===== src/rtl/slc_ovh_pkg.sv =====
package slc_ovh_pkg;
  localparam int NUM_FIELDS = 4;

  typedef enum logic [1:0] {
    FLD_CONC   = 2'd0,
    FLD_MAINT  = 2'd1,
    FLD_ALARM  = 2'd2,
    FLD_SWITCH = 2'd3
  } field_e;

  function automatic int max4(input int a, input int b, input int c, input int d);
    int m;
    m = a;
    if (b > m) m = b;
    if (c > m) m = c;
    if (d > m) m = d;
    return m;
  endfunction
endpackage


===== src/rtl/ovh_rst_sync.sv =====
module ovh_rst_sync (
  input  logic clk,
  input  logic rst_n,
  output logic rst_sync_n
);
  logic stage_q;

  always_ff @(posedge clk or negedge rst_n) begin
    if (!rst_n) begin
      stage_q    <= 1'b0;
      rst_sync_n <= 1'b0;
    end else begin
      stage_q    <= 1'b1;
      rst_sync_n <= stage_q;
    end
  end
endmodule


===== src/rtl/ovh_field_filter.sv =====
module ovh_field_filter #(
  parameter int W = 4
) (
  input  logic         clk,
  input  logic         rst_n,
  input  logic         stb,
  input  logic         in_sync,
  input  logic         deb_en,
  input  logic [W-1:0] code,
  output logic [W-1:0] held,
  output logic         chg_evt
);
  logic [W-1:0] cmp_q, cmp_d;
  logic [W-1:0] held_q, held_d;
  logic         primed_q, primed_d;
  logic         take, agree, load;

  // next-state
  always_comb begin
    take     = stb & in_sync;
    agree    = (code == cmp_q);
    load     = take & (~deb_en | agree);
    cmp_d    = take ? code : cmp_q;
    held_d   = load ? code : held_q;
    primed_d = primed_q | load;
    chg_evt  = load & primed_q & (code != held_q);
  end

  // registers
  always_ff @(posedge clk or negedge rst_n) begin
    if (!rst_n) begin
      cmp_q    <= '0;
      held_q   <= '0;
      primed_q <= 1'b0;
    end else begin
      if (take) cmp_q <= cmp_d;
      if (load) begin
        held_q   <= held_d;
        primed_q <= primed_d;
      end
    end
  end

  assign held = held_q;
endmodule


===== src/rtl/ovh_change_flag.sv =====
module ovh_change_flag (
  input  logic clk,
  input  logic rst_n,
  input  logic set,
  input  logic clr,
  output logic flag
);
  logic flag_q, flag_d;
  logic flag_en;

  always_comb begin
    flag_en = set | clr;
    flag_d  = set | (flag_q & ~clr);
  end

  always_ff @(posedge clk or negedge rst_n) begin
    if (!rst_n) flag_q <= 1'b0;
    else if (flag_en) flag_q <= flag_d;
  end

  assign flag = flag_q;
endmodule


===== src/rtl/slc_ovh_extract.sv =====
module slc_ovh_extract
  import slc_ovh_pkg::*;
#(
  parameter int CONC_W   = 11,
  parameter int MAINT_W  = 3,
  parameter int ALARM_W  = 2,
  parameter int SWITCH_W = 4
) (
  input  logic                  clk,
  input  logic                  rst_n,
  input  logic                  in_sync,
  input  logic                  debounce_en,
  input  logic [NUM_FIELDS-1:0] fld_stb,
  input  logic [CONC_W-1:0]     conc_code,
  input  logic [MAINT_W-1:0]    maint_code,
  input  logic [ALARM_W-1:0]    alarm_code,
  input  logic [SWITCH_W-1:0]   switch_code,
  input  logic [NUM_FIELDS-1:0] chg_clr,
  output logic [CONC_W-1:0]     conc_hold,
  output logic [MAINT_W-1:0]    maint_hold,
  output logic [ALARM_W-1:0]    alarm_hold,
  output logic [SWITCH_W-1:0]   switch_hold,
  output logic [NUM_FIELDS-1:0] chg_flag
);
  localparam int OFF_CONC   = 0;
  localparam int OFF_MAINT  = OFF_CONC + CONC_W;
  localparam int OFF_ALARM  = OFF_MAINT + MAINT_W;
  localparam int OFF_SWITCH = OFF_ALARM + ALARM_W;
  localparam int TOTAL_W    = OFF_SWITCH + SWITCH_W;

  logic                  rst_sync_n;
  logic [TOTAL_W-1:0]    code_bus;
  logic [TOTAL_W-1:0]    held_bus;
  logic [NUM_FIELDS-1:0] chg_evt;

  ovh_rst_sync u_rst (
    .clk        (clk),
    .rst_n      (rst_n),
    .rst_sync_n (rst_sync_n)
  );

  assign code_bus = {switch_code, alarm_code, maint_code, conc_code};

  for (genvar i = 0; i < NUM_FIELDS; i++) begin : g_field
    localparam int FW  = (i == int'(FLD_CONC))  ? CONC_W  :
                         (i == int'(FLD_MAINT)) ? MAINT_W :
                         (i == int'(FLD_ALARM)) ? ALARM_W : SWITCH_W;
    localparam int OFF = (i == int'(FLD_CONC))  ? OFF_CONC  :
                         (i == int'(FLD_MAINT)) ? OFF_MAINT :
                         (i == int'(FLD_ALARM)) ? OFF_ALARM : OFF_SWITCH;

    ovh_field_filter #(.W(FW)) u_filt (
      .clk     (clk),
      .rst_n   (rst_sync_n),
      .stb     (fld_stb[i]),
      .in_sync (in_sync),
      .deb_en  (debounce_en),
      .code    (code_bus[OFF +: FW]),
      .held    (held_bus[OFF +: FW]),
      .chg_evt (chg_evt[i])
    );

    ovh_change_flag u_flag (
      .clk   (clk),
      .rst_n (rst_sync_n),
      .set   (chg_evt[i]),
      .clr   (chg_clr[i]),
      .flag  (chg_flag[i])
    );
  end

  assign conc_hold   = held_bus[OFF_CONC   +: CONC_W];
  assign maint_hold  = held_bus[OFF_MAINT  +: MAINT_W];
  assign alarm_hold  = held_bus[OFF_ALARM  +: ALARM_W];
  assign switch_hold = held_bus[OFF_SWITCH +: SWITCH_W];
endmodule


===== config.mk =====
export PLATFORM = sky130hd
export DESIGN_NAME = slc_ovh_extract
export DESIGN_NICKNAME = d
export VERILOG_FILES = /design/src/rtl/slc_ovh_pkg.sv /design/src/rtl/ovh_rst_sync.sv /design/src/rtl/ovh_field_filter.sv /design/src/rtl/ovh_change_flag.sv /design/src/rtl/slc_ovh_extract.sv
export SDC_FILE = /design/constraint.sdc
export NUM_CORES = 1
export LEC_CHECK = 0
export BUFFER_PORTS_ARGS = -buffer_cell sky130_fd_sc_hd__buf_2
export CORE_ASPECT_RATIO = 0.7
export CORE_MARGIN = 5
export CORE_UTILIZATION = 40
export CTS_CLUSTER_SIZE = 25
export DETAILED_ROUTE_END_ITERATION = 10
export PLACE_DENSITY = 0.66
export SETUP_SLACK_MARGIN = 0.02
export SYNTH_ARGS = -nofsm -noshare
export SYNTH_HDL_FRONTEND = slang
export SYNTH_SLANG_ARGS = --single-unit
export TNS_END_PERCENT = 30

===== constraint.sdc =====
create_clock -name clk -period 2 [get_ports clk]
set_input_delay 0.2 -clock clk [delete_from_list [all_inputs] [get_ports clk]]
set_output_delay 0.2 -clock clk [all_outputs]
set_load 0.05 [all_outputs]

==> implementation parameters, run 1 <==
Parameter                              Value

Outcome
  Outcome    complete, no violations

Clock network
  Total clock buffers created by CTS    5
  Clk Latency, worst-skew pair    0.29 ns
  Clk Tree Root Cell    clkbuf_8
  Depth of the CTS H-tree    2
  Maximum clock insertion buffer count    2
  CTS tree    done
  Clk sink count    50
  Clock transition at the register clock pins on the worst setup and hold paths after CTS    0.09 ns
  Number of setup buffers added after CTS    0

Floorplan
  Die ar.    7521 um2
  Starting density of the core    0.4117
  Std cell rows    23
  Boundary pin count    56
  Standard cell core area    5698 um2
  Die width    101.5 um
  Die Height    74.08 um

Synth
  Most frequently used cell type in the post-synthesis netlist    dfrtp_1
  Sequential fraction of the synthesis area    0.5333
  Mean Syn Cell Area    13.56 um2
  Cell Area, Synth    2346 um2
  Gate count after technology mapping    173
  EDFF count, synth    0
  Synth Warn #    0
  Distinct cell type count of the synthesized netlist    24
  Biggest area contributors in the synthesized netlist    dfrtp_1 53%, mux2_2 15%, xor2_1 11%, mux2_4 5.8%, xnor2_1 4.1%
  Dominant cell type by area after synthesis    dfrtp_1
  Flops & latches, synth    50
  Synth cell count leaders    50 x dfrtp_1, 31 x mux2_2, 29 x xor2_1, 11 x xnor2_1, 9 x mux2_4
  Post-synthesis net count    205
  Post-synthesis async set-or-reset flop share    1.000
  Post-synth top flop    dfrtp_1
  Share of the synthesized area in the top cell type    0.5333

Worst setup path
  Crit path kind    reg2reg
  Max Fanout on Critical Path    6
  Type of element launching the critical path    flop
  Data arrival time of the critical path    1.97 ns
  Endpoint type of the worst setup path    flop
  Worst EP required    2.18 ns

Drt
  Met3 wirelength from detailed routing    288 um
  Met2 layer wire length in the routed design    1.922 mm
  Total routed wirelength    4.450 mm
  Wl on met1    2.217 mm
  Routed wire length per instance    14.40 um
  Drt first-iter violations    53
  Drt drc    0
  Overall via count from detail_route    1474
  Average via count per standard cell    4.770
  Uppermost routed layer    met4
  Number of routed nets with antenna violations    0
  Number of iterations in the first detailed-routing pass    4

Global route
  Number of antenna violations at the first check in global routing    0
  Pin count of the biggest net entering global routing    49
  Vias in the first global route    1609
  Leftover overflow at the end of global routing    0
  Wire length of the first global-routing pass    7.838 mm
  Total Routing Usage GR    0.1332

Layout
  Number of diodes added for antenna fixing    0
  Area growth from synthesis to layout    19.79%
  Fill cells    545
  Total Nets Final    266
  Share of post-route cells with drive strength above 1    0.4615
  Area used by multi-input combinational logic    1039 um2
  Area used by sequential logic in the layout    1252 um2

STA
  Final worst-path cycle share    0.8934
  Pins over their slew limit    0
  Setup Skew    0.006897 ns
  Hold Slack    0.09866 ns
  Total setup violations reported at the end of the flow    0
  Setup TNS after final layout    0 ns
  Unrepaired setup endpoints after global routing    false
  Fin crit period    1.787 ns
  Final Hold Violating Endpoints    0
  Highest Clock Rate    559.7 MHz

Flow run
  Max Cap Violations    0

Worst hold path
  Tightest Hold Check Type    in2reg

Place
  Post-detail-place hpwl    3.406 mm
  Final weighted congestion in routability-driven placement    0.7442
  Buffers added on ports    55

Pwr
  Worst-case vdd ir drop    0.4743 mV
  PwrDens    984.8 nW/um2
  P_leak    1.291 nW
==> routing by layer <==
metal  vias up  track usage
met4         0      0.03540
met1       720       0.1896
met5         -            0
met3         2      0.04311
li1        714            -
met2        38       0.1971
==> cells in the final DEF (no fill, tap or decap), types with 2 or more instances in the layout <==
cell / instances
a31oi_1: 2
buf_2: 55
buf_4: 3
clkbuf_8: 6
dfrtp_1: 49
inv_1: 3
mux2_2: 31
mux2_4: 9
nand2_1: 4
nand2b_1: 5
nand3_1: 3
nand4_1: 4
nor4_1: 2
o21ai_0: 2
o22ai_1: 3
o31ai_1: 2
o41ai_1: 2
xnor2_1: 11
xor2_1: 29
==> report_power, final <==
group	total, mW	leakage, nW	switching (mW)	internal [mW]
clock	0.576	0.0443	0.301	0.275
sequential	1.29	0.581	0.122	1.17
combinational	0.900	0.666	0.567	0.334
==> state kept, by name, indices dropped and copies added (netlist names) <==
| name | cells |
|---|---|
| u_rst.stage_q | 1 |
| u_rst.rst_sync_n | 1 |
| g_field.u_filt.primed_q | 4 |
| g_field.u_filt.held | 20 |
| g_field.u_filt.cmp_q | 20 |
| g_field.u_flag.flag | 4 |
==> per-stage QoR <==
| step | power [mW] | cell area [um2] | worst slack, ns | cells | util |
|---|---|---|---|---|---|
| floorplan | 1.992 | 2346 | 0.3735 | 173 | - |
| global placement | 2.205 | 2714 | 0.2249 | 301 | 0.4763 |
| detailed placement | 2.220 | 2714 | 0.1963 | 301 | 0.4763 |
| CTS | 2.810 | 2810 | 0.1914 | 309 | 0.4932 |
| global route | 2.941 | 2810 | 0.1632 | 309 | 0.4932 |
| finish | 2.768 | 2810 | 0.2133 | 309 | 0.4932 |
==> critical path, stage by stage (launching register included) <==
cell	delay [ns]
dfrtp_1	0.41
xor2_1	0.17
nor4_1	0.43
a31oi_1	0.17
buf_4	0.20
mux2_4	0.30
==> logic make-up after synthesis <==
family                    share of synthesized area
other                                      0.001598
and+or+nand+nor                             0.05386
buffers and inverters                       0.02400
AOI/OAI and AO/OA                           0.03147
muxes                                        0.2064
DFF                                          0.5333
xor gates and xnor gates                     0.1493
==> worst paths after layout <==
path | from | end | slack [ns] | cells after the start
max | g_field[0].u_filt.cmp_q[8] | g_field[0].u_filt.held[6] | 0.21 | 5
min | chg_clr[1] | g_field[1].u_flag.flag | 0.1 | 2
max reg2reg | g_field[0].u_filt.cmp_q[8] | g_field[0].u_filt.held[6] | 0.21 | 5
min reg2reg | u_rst.rst_sync_n | g_field[0].u_filt.held[6] | 0.25 | 1
max in group asynchronous | u_rst.rst_sync_n | g_field[0].u_filt.cmp_q[7] | 1.52 | 1
min in group asynchronous | rst_n | u_rst.rst_sync_n | 0.21 | 2
==> what timing repair did <==
action | CTS | global route
endpoints found under the hold margin | 2 | 0
endpoints found under the setup margin | 0 | 0
resized for setup | 0 | 0
hold buffers | 1 | 0
==> cell type report <==
cell class | count | share of cell area
Clock buffer | 7 | 0.03072
Multi-Input combinational cell | 114 | 0.3695
Sequential cell | 50 | 0.4457
Tap cell | 75 | 0.03339
Inverter | 3 | 0.004007
Timing Repair Buffer | 60 | 0.1167
No activity file was read; power rests on OpenSTA's default activity.
==> inputs of run 2 (changes only) <==
--- a/config.mk
+++ b/config.mk
@@ -11,6 +11,7 @@
 export CORE_UTILIZATION = 40
 export CTS_CLUSTER_SIZE = 25
 export DETAILED_ROUTE_END_ITERATION = 10
+export MAX_ROUTING_LAYER = met4
 export PLACE_DENSITY = 0.66
 export SETUP_SLACK_MARGIN = 0.02
 export SYNTH_ARGS = -nofsm -noshare
==> run 2 against run 1 <==
Sequential power barely moved; final area did not move; count of clock-buffer cells in the layout did not move; largest cell class unchanged.
==> implementation parameters, run 2 (same netlist as run 1, synthesis figures left out) <==
Parameter                              Value

STA
  Setup Skew    0.004103 ns (-0.002794 ns)
  Fin crit period    1.785 ns (-0.001962 ns)
  Final worst-path cycle share    0.8924 (-0.0009810)
  Unrepaired setup endpoints after global routing    false
  Total setup violations reported at the end of the flow    0 (unchanged)
  Pins over their slew limit    0 (unchanged)
  Final Hold Violating Endpoints    0 (unchanged)
  Setup TNS after final layout    0 ns (unchanged)
  Highest Clock Rate    560.3 MHz (+0.11%)
  Setup slack after layout    0.2152 ns (+0.001962 ns)
  Hold Slack    0.09816 ns (-0.0004983 ns)

Clock network
  Maximum clock insertion buffer count    2 (unchanged)
  Total clock buffers created by CTS    5 (unchanged)
  CTS tree    done
  Clock transition at the register clock pins on the worst setup and hold paths after CTS    0.08 ns (about the same)
  Depth of the CTS H-tree    2 (unchanged)
  Clk sink count    50 (unchanged)
  Clk Tree Root Cell    clkbuf_8
  Number of setup buffers added after CTS    0 (unchanged)
  Clk Latency, worst-skew pair    0.29 ns (about the same)
  CTS-repair resized insts    0 (unchanged)
  # hold bufs at CTS    1 (unchanged)

Floorplan
  Die ar.    7521 um2 (unchanged)
  Boundary pin count    56 (unchanged)
  Die width    101.5 um (unchanged)
  Std cell rows    23 (unchanged)
  Standard cell core area    5698 um2 (unchanged)
  Starting density of the core    0.4117 (unchanged)
  Die Height    74.08 um (unchanged)

Worst setup path
  Data arrival time of the critical path    1.97 ns (about the same)
  Worst reg-to-reg path cell count    5 (unchanged)
  Endpoint type of the worst setup path    flop
  Type of element launching the critical path    flop
  Crit path kind    reg2reg
  Worst EP required    2.18 ns (about the same)
  Max Fanout on Critical Path    6 (unchanged)

Worst hold path
  Tightest Hold Check Type    in2reg
  Min-Delay Path Depth    2 (unchanged)

Pwr
  Worst-case vdd ir drop    0.4743 mV (about the same)
  P_leak    1.291 nW (unchanged)
  PwrDens    983.9 nW/um2 (about the same)

Layout
  Fill cells    545 (unchanged)
  Most common cell after layout, fill and taps aside    buf_2
  Total Nets Final    266 (unchanged)
  Area growth from synthesis to layout    19.79% (unchanged)
  Most frequent cells in the layout    55 x buf_2, 49 x dfrtp_1, 31 x mux2_2
  Number of diodes added for antenna fixing    0 (unchanged)
  Share of post-route cells with drive strength above 1    0.4615 (unchanged)

Flow run
  Max Cap Violations    0 (unchanged)

Place
  Post-detail-place hpwl    3.406 mm (unchanged)
  Final weighted congestion in routability-driven placement    0.7535 (+1.2%)
  Worst slack, placed    0.1963 ns (unchanged)
  Buffers added on ports    55 (unchanged)

Drt
  Number of iterations in the first detailed-routing pass    4 (unchanged)
  Drt first-iter violations    30 (-43%)
  Overall via count from detail_route    1480 (+0.41%)
  Total routed wirelength    4.444 mm (-0.13%)
  Routed wire length per instance    14.38 um (-0.13%)
  Drt drc    0 (unchanged)
  Number of routed nets with antenna violations    0 (unchanged)
  Average via count per standard cell    4.790 (+0.41%)

Global route
  Total Routing Usage GR    0.1380 (+0.004734)
  Number of antenna violations at the first check in global routing    0 (unchanged)
  Vias in the first global route    1609 (unchanged)
  Leftover overflow at the end of global routing    0 (unchanged)
  Pin count of the biggest net entering global routing    49 (unchanged)
  Wire length of the first global-routing pass    7.859 mm (+0.27%)

Outcome
  Outcome    complete, no violations
-- run 2: cell counts in the layout (fill, tap and decap cells not counted) --
No cell type changed its count.
-- run 2: metal layers --
| layer | track usage | vias to the layer above | wire, um |
|---|---|---|---|
| met1 | 0.1896 | 726 | 2221 |
| met5 | - | - | 0 |
| li1 | - | 715 | - |
| met3 | 0.04217 | 2 | 259 |
| met4 | 0.03540 | 0 | 22 |
| met2 | 0.1993 | 37 | 1941 |
-- run 2: worst max-delay path, stage by stage (launching register included) --
cell and delay (ns):
dfrtp_1 0.40, xor2_1 0.17, nor4_1 0.43, a31oi_1 0.17
buf_4 0.21, mux2_4 0.30
-- run 2: worst paths after layout --
check / start / to / slack [ns]
worst max-delay path: g_field[0].u_filt.cmp_q[8] / g_field[0].u_filt.held[5] / 0.22
worst min-delay path: chg_clr[1] / g_field[1].u_flag.flag / 0.1
worst max register to register: g_field[0].u_filt.cmp_q[8] / g_field[0].u_filt.held[5] / 0.22
worst min register to register: u_rst.rst_sync_n / g_field[0].u_filt.held[10] / 0.25
max in group asynchronous: u_rst.rst_sync_n / g_field[1].u_filt.cmp_q[1] / 1.53
min in group asynchronous: rst_n / u_rst.rst_sync_n / 0.21
-- run 2: area by class of cell --
class	count	area, um2	area share
Tap cell	75	93.84	0.03339
Inverter	3	11.26	0.004007
Clock buffer	7	86.33	0.03072
Sequential cell	50	1252	0.4457
Timing Repair Buffer	60	327.8	0.1167
Multi-Input combinational cell	114	1039	0.3695
-- run 2: metrics by stage --
stage | utilization | instance area, um2 | total power [mW] | cells
after floorplan | - | 2346 | 1.992 | 173
after global placement | 0.4763 | 2714 | 2.205 | 301
after detailed placement | 0.4763 | 2714 | 2.220 | 301
after CTS | 0.4932 | 2810 | 2.810 | 309
after global routing | 0.4932 | 2810 | 2.943 | 309
final | 0.4932 | 2810 | 2.765 | 309
-- run 2: power by group --
part           internal [mW]  total, mW  switching [mW]
registers               1.17       1.29           0.122
logic                  0.334      0.900           0.567
clock network          0.275      0.574           0.299
